**config.mk**
```make
export PLATFORM = sky130hd
export DESIGN_NAME = irq_prio_unit
export DESIGN_NICKNAME = d
export VERILOG_FILES = /design/src/rtl/irq_prio_pkg.sv /design/src/rtl/irq_req_cells.sv /design/src/rtl/irq_prio_enc.sv /design/src/rtl/irq_vec_hold.sv /design/src/rtl/irq_prio_unit.sv
export SDC_FILE = /design/constraint.sdc
export NUM_CORES = 1
export LEC_CHECK = 0
export BUFFER_PORTS_ARGS = -buffer_cell sky130_fd_sc_hd__clkbuf_2
export CORE_MARGIN = 3
export CORE_UTILIZATION = 50
export DETAILED_ROUTE_END_ITERATION = 8
export PLACE_DENSITY = 0.81
export SLEW_MARGIN = 25
export SYNTH_ARGS = -nofsm -noshare
export SYNTH_HDL_FRONTEND = slang
export SYNTH_HIERARCHICAL = 1
export SYNTH_SLANG_ARGS = --single-unit
export TNS_END_PERCENT = 30
```
**constraint.sdc**
```tcl
create_clock -name clk -period 2.3 [get_ports clk]
set_input_delay 0.46 -clock clk [delete_from_list [all_inputs] [get_ports clk]]
set_output_delay 0.46 -clock clk [all_outputs]
set_load 0.02 [all_outputs]
```
**src/rtl/irq_prio_pkg.sv**
```systemverilog
package irq_prio_pkg;

   typedef struct packed {
      logic main_blk;
      logic aux_blk;
   } inh_state_t;

   // set pulse dominates clear pulse
   function automatic logic set_clr_next(input logic cur, input logic set_p, input logic clr_p);
      if (set_p)
         return 1'b1;
      else if (clr_p)
         return 1'b0;
      else
         return cur;
   endfunction

endpackage

```
**src/rtl/irq_req_cells.sv**
```systemverilog
module irq_req_cells #(
   parameter int NUM_SRC  = 5,
   parameter int SYNC_REQ = 0
) (
   input  logic               clk,
   input  logic               rst_n,
   input  logic [NUM_SRC-1:0] req_i,
   input  logic [NUM_SRC-1:0] clr_mask_i,
   output logic [NUM_SRC-1:0] cells_o
);

   logic [NUM_SRC-1:0] req_s;
   logic [NUM_SRC-1:0] req_q;
   logic [NUM_SRC-1:0] rise;

   generate
      if (SYNC_REQ != 0) begin : g_sync
         always_ff @(posedge clk) begin
            if (!rst_n)
               req_s <= '0;
            else
               req_s <= req_i;
         end
      end else begin : g_direct
         assign req_s = req_i;
      end
   endgenerate

   always_ff @(posedge clk) begin
      if (!rst_n)
         req_q <= '0;
      else
         req_q <= req_s;
   end

   assign rise = req_s & ~req_q;

   generate
      for (genvar i = 0; i < NUM_SRC; i++) begin : g_cell
         always_ff @(posedge clk) begin
            if (!rst_n)
               cells_o[i] <= 1'b0;
            else if (rise[i])
               cells_o[i] <= 1'b1;
            else if (clr_mask_i[i])
               cells_o[i] <= 1'b0;
         end
      end
   endgenerate

endmodule

```
**src/rtl/irq_prio_enc.sv**
```systemverilog
module irq_prio_enc #(
   parameter int NUM_SRC = 5,
   parameter int CODE_W  = 3
) (
   input  logic [NUM_SRC-1:0] cells_i,
   output logic [CODE_W-1:0]  code_o,
   output logic               any_o
);

   always_comb begin
      code_o = '0;
      for (int i = NUM_SRC - 1; i >= 0; i--) begin
         if (cells_i[i])
            code_o = CODE_W'(i);
      end
   end

   assign any_o = |cells_i;

endmodule

```
**src/rtl/irq_vec_hold.sv**
```systemverilog
module irq_vec_hold #(
   parameter int NUM_SRC  = 5,
   parameter int CODE_W   = 3,
   parameter int BUS_W    = 16,
   parameter int VEC_BASE = 'h0400
) (
   input  logic               clk,
   input  logic               rst_n,
   input  logic               take_i,
   input  logic               knock_i,
   input  logic               rd_en_i,
   input  logic [CODE_W-1:0]  code_i,
   output logic [CODE_W-1:0]  code_q,
   output logic               valid_q,
   output logic [NUM_SRC-1:0] clr_mask_o,
   output logic [BUS_W-1:0]   bus_o
);

   localparam logic [BUS_W-1:0] BASE_V = BUS_W'(VEC_BASE);

   always_ff @(posedge clk) begin
      if (!rst_n) begin
         code_q  <= '0;
         valid_q <= 1'b0;
      end else if (knock_i) begin
         valid_q <= 1'b0;
      end else if (take_i) begin
         code_q  <= code_i;
         valid_q <= 1'b1;
      end
   end

   assign clr_mask_o = (knock_i && valid_q) ? (NUM_SRC'(1) << code_q) : '0;
   assign bus_o      = (rd_en_i && valid_q) ? (BASE_V + (BUS_W'(code_q) << 2)) : '0;

endmodule

```
**src/rtl/irq_prio_unit.sv**
```systemverilog
module irq_prio_unit
   import irq_prio_pkg::*;
#(
   parameter int NUM_SRC  = 5,
   parameter int BUS_W    = 16,
   parameter int VEC_BASE = 'h0400,
   parameter int SYNC_REQ = 0
) (
   input  logic               clk,
   input  logic               rst_n,
   input  logic [NUM_SRC-1:0] req_i,
   input  logic               capture_n,
   input  logic               vec_rd_n,
   input  logic               knock_n,
   input  logic               inh_a_set_n,
   input  logic               inh_a_clr_n,
   input  logic               inh_b_set_n,
   input  logic               inh_b_clr_n,
   output logic [BUS_W-1:0]   rd_bus_o,
   output logic               pending_o
);

   localparam int CODE_W = (NUM_SRC > 1) ? $clog2(NUM_SRC) : 1;

   generate
      if (NUM_SRC < 2 || NUM_SRC > 32) begin : g_bad_src
         $error("irq_prio_unit: NUM_SRC must lie in 2..32");
      end
      if (BUS_W < 4 || BUS_W > 32) begin : g_bad_bus
         $error("irq_prio_unit: BUS_W must lie in 4..32");
      end
      if ((longint'(VEC_BASE) + longint'(4 * (NUM_SRC - 1))) >= (longint'(1) << BUS_W)) begin : g_bad_base
         $error("irq_prio_unit: vector table does not fit on the read bus");
      end
   endgenerate

   logic [NUM_SRC-1:0] req_cells;
   logic [NUM_SRC-1:0] clr_mask;
   logic [CODE_W-1:0]  win_code;
   logic               any_set;
   logic [CODE_W-1:0]  held_code;
   logic               held_vld;
   logic               take;
   inh_state_t         inh_q;

   irq_req_cells #(
      .NUM_SRC (NUM_SRC),
      .SYNC_REQ(SYNC_REQ)
   ) cells_i (
      .clk       (clk),
      .rst_n     (rst_n),
      .req_i     (req_i),
      .clr_mask_i(clr_mask),
      .cells_o   (req_cells)
   );

   irq_prio_enc #(
      .NUM_SRC(NUM_SRC),
      .CODE_W (CODE_W)
   ) enc_i (
      .cells_i(req_cells),
      .code_o (win_code),
      .any_o  (any_set)
   );

   always_ff @(posedge clk) begin
      if (!rst_n) begin
         inh_q <= '0;
      end else begin
         inh_q.main_blk <= set_clr_next(inh_q.main_blk, !inh_a_set_n, !inh_a_clr_n);
         inh_q.aux_blk  <= set_clr_next(inh_q.aux_blk, !inh_b_set_n, !inh_b_clr_n);
      end
   end

   assign pending_o = any_set && !inh_q.main_blk && !inh_q.aux_blk;
   assign take      = !capture_n && pending_o;

   irq_vec_hold #(
      .NUM_SRC (NUM_SRC),
      .CODE_W  (CODE_W),
      .BUS_W   (BUS_W),
      .VEC_BASE(VEC_BASE)
   ) hold_i (
      .clk       (clk),
      .rst_n     (rst_n),
      .take_i    (take),
      .knock_i   (!knock_n),
      .rd_en_i   (!vec_rd_n),
      .code_i    (win_code),
      .code_q    (held_code),
      .valid_q   (held_vld),
      .clr_mask_o(clr_mask),
      .bus_o     (rd_bus_o)
   );

endmodule

```
==> results.json <==
{
  "status": "complete, no violations",
  "slowest_stage": "dfxtp_1",
  "hold_viol_final": 0,
  "dieArea_um2": 2158,
  "grt_pass1_wl_um": 2111,
  "grt_overflow_total": 0,
  "root_buffer": "clkbuf_4",
  "die_h_um": 46.46,
  "vdd_drop_max_mv": 0.4038,
  "cp.arrival_ps": 1310,
  "yosysUniqueCellTypes": 24,
  "place_hpwl_um": 1020,
  "finClkSkew_ps": 4.381,
  "timing.final.ws_setup_ps": 527.1,
  "async_flop_share_pct": 0,
  "crit_buf_inv": 1,
  "post_cts_resized": 0,
  "synth_ff_type": "dfxtp_1",
  "grt_pass1_vias": 532,
  "drt_iter0_markers": 9,
  "min_path_type": "in2reg",
  "synth-edff-count": 0,
  "grt_setup_unrepaired": "no",
  "maxSlewViolCount": 0,
  "syn_area_um2": 818.3,
  "clock-sinks": 16,
  "start_util_pct": 57.82,
  "nets": 124,
  "diodes": 0,
  "max_stage_delay_ps": 350,
  "stdcell_area_um2": 914.6,
  "io_pins": 31,
  "clk_pin_slew_ps": 90,
  "place_ws_ps": 823.1,
  "num-fill-cells": 118,
  "synth_warnings": 6,
  "endpoint_kind": "primary output",
  "area_growth_pct": 11.77,
  "fmax_ghz": 0.5640,
  "hold_buffers": 0,
  "place_area_um2": 878.3,
  "fp-row-count": 13,
  "multi_input_area_um2": 437.9,
  "clk_path_buf_depth": 2,
  "die_w_um": 46.46,
  "path_cells": "nor4_2 -> nand2b_1 -> nor3b_2 -> clkbuf_2",
  "grt_max_degree": 20,
  "numCtsBuffers": 3,
  "synthXorXnorAreaFrac_pct": 0,
  "cp.required_ps": 1840,
  "cts_tree": "yes",
  "whs_ps": 341.8,
  "post-cts-setup-buffer-count": 0,
  "antenna_found_initial": 0,
  "synth_compound_area_share_pct": 7.034,
  "clk_latency_ps": 290,
  "h-tree-depth": 1,
  "place_congestion": 0.6967,
  "yosys.area_share.simple_pct": 37.31,
  "synthMuxAreaShare_pct": 3.670,
  "critPathKind": "reg2out",
  "synthesis.instances": 88,
  "grtUsageTotal_pct": 14.13,
  "fin_crit_sh_pct": 77.08,
  "first_pass_iters": 3,
  "coreArea_um2": 1415,
  "ant_nets": 0,
  "ys_seq_elements": 16,
  "power_leakage_nw": 0.4380,
  "post_drt_wl_per_cell_um": 10.49,
  "ff_latch_area_um2": 320.3,
  "port_buffers": 18,
  "setup_viol": 0,
  "synth_seq_area_share_pct": 39.14,
  "drv_cap": 0,
  "synth_top_family_by_area": "simple AND/OR/NAND/NOR gates",
  "path_max_fanout": 4,
  "syn_area_per_cell_um2": 9.299,
  "synthAdderAreaFrac_pct": 0,
  "drive_gt1_share_pct": 34.86,
  "p_per_area_nw_per_um2": 626.4,
  "cp_top_family": "simple AND/OR/NAND/NOR gates",
  "setup_tns_ps": 0,
  "wirelength_um": 1301,
  "layout_min_cycle_time_ps": 1773,
  "post-route-drc-count": 0,
  "num_vias": 592,
  "crit_path_start_kind": "flop",
  "vias_per_cell": 4.774
}
==> synth_stat cells (2+ instances only) <==
cell      count  share of area (%)
a21boi_0      2                1.8
a21boi_1      5                4.6
and2_2        6                5.5
and3_2        4                3.7
and4b_1       2                2.4
buf_4        12                 11
dfxtp_1      16                 39
inv_1         3                1.4
mux2i_1       3                3.7
nand2_1       8                3.7
nand2b_1     12                9.2
nor2_1        3                1.4
==> per-layer routing <==
layer,track usage (%),part of all wire [%]
met4,8.523,1.8
met5,0,0
met1,14.69,44
met3,3.516,7.6
met2,25.00,47
==> layout by cell type (no fill, tap or decap), types with 2 or more instances in the layout <==
master / n
and3_2: 4
and2_2: 6
inv_1: 3
a21boi_0: 2
clkbuf_4: 3
and4b_1: 2
mux2i_1: 3
nand2_1: 8
nand2b_1: 12
conb_1: 12
dfxtp_1: 16
clkbuf_2: 18
nor2_1: 3
a21boi_1: 5
==> flip-flops by register name (all words and copies together), names as in the netlist <==
name,cells
cells_i/req_q,5
hold_i/valid_q,1
cells_i/cells_o,5
hold_i/code_q,3
inh_q,2
==> worst paths after layout <==
check | start | endpoint | slack (ps) | cells after the start
worst min register to register | cells_i/cells_o[4]$_SDFFE_PN0P_ | cells_i/cells_o[4]$_SDFFE_PN0P_ | 480 | 2
worst max-delay path | cells_i/cells_o[0]$_SDFFE_PN0P_ | pending_o | 530 | 4
worst min-delay path | inh_b_set_n | inh_q[0]$_SDFFE_PN0P_ | 340 | 2
worst max register to register | cells_i/cells_o[0]$_SDFFE_PN0P_ | hold_i/code_q[1]$_SDFFE_PN0P_ | 820 | 6
==> cell families after synthesis <==
logic type             count (synthesis)
AND/OR/NAND/NOR                       45
flip-flops                            16
buffers and inverters                 15
AO/OA/AOI/OAI                          8
multiplexers                           3
other                                  1
==> metrics by stage <==
stage,utilization (%),std cells,total power [W]
floorplan,-,99,0.0003831
global placement,62.07,120,0.0003892
detailed placement,62.07,120,0.0003927
CTS,64.63,124,0.0005759
global route,64.63,124,0.0005982
finish,64.63,124,0.0005729
==> worst reg2reg max path: stages (launching register included) <==
cell	delay [ps]
dfxtp_1	350
nor4_2	300
nand2b_1	80
nor3b_2	150
and2b_2	190
nor2b_2	180
mux2i_1	130
==> power breakdown <==
part / total (W) / internal [W] / switching, W / leakage, nW
Clock: 0.000187 / 0.0000965 / 0.0000903 / 0.0210
Combinational: 0.0000818 / 0.0000353 / 0.0000465 / 0.285
Sequential: 0.000304 / 0.000293 / 0.0000117 / 0.133
==> area by class of cell <==
cell class | count | area share, %
Clock buffer | 4 | 3.967
Tap cell | 15 | 2.052
Timing Repair Buffer | 18 | 9.850
Multi-Input combinational cell | 68 | 47.88
Inverter | 3 | 1.231
Sequential cell | 16 | 35.02
Power figures use the tool's default switching activity.
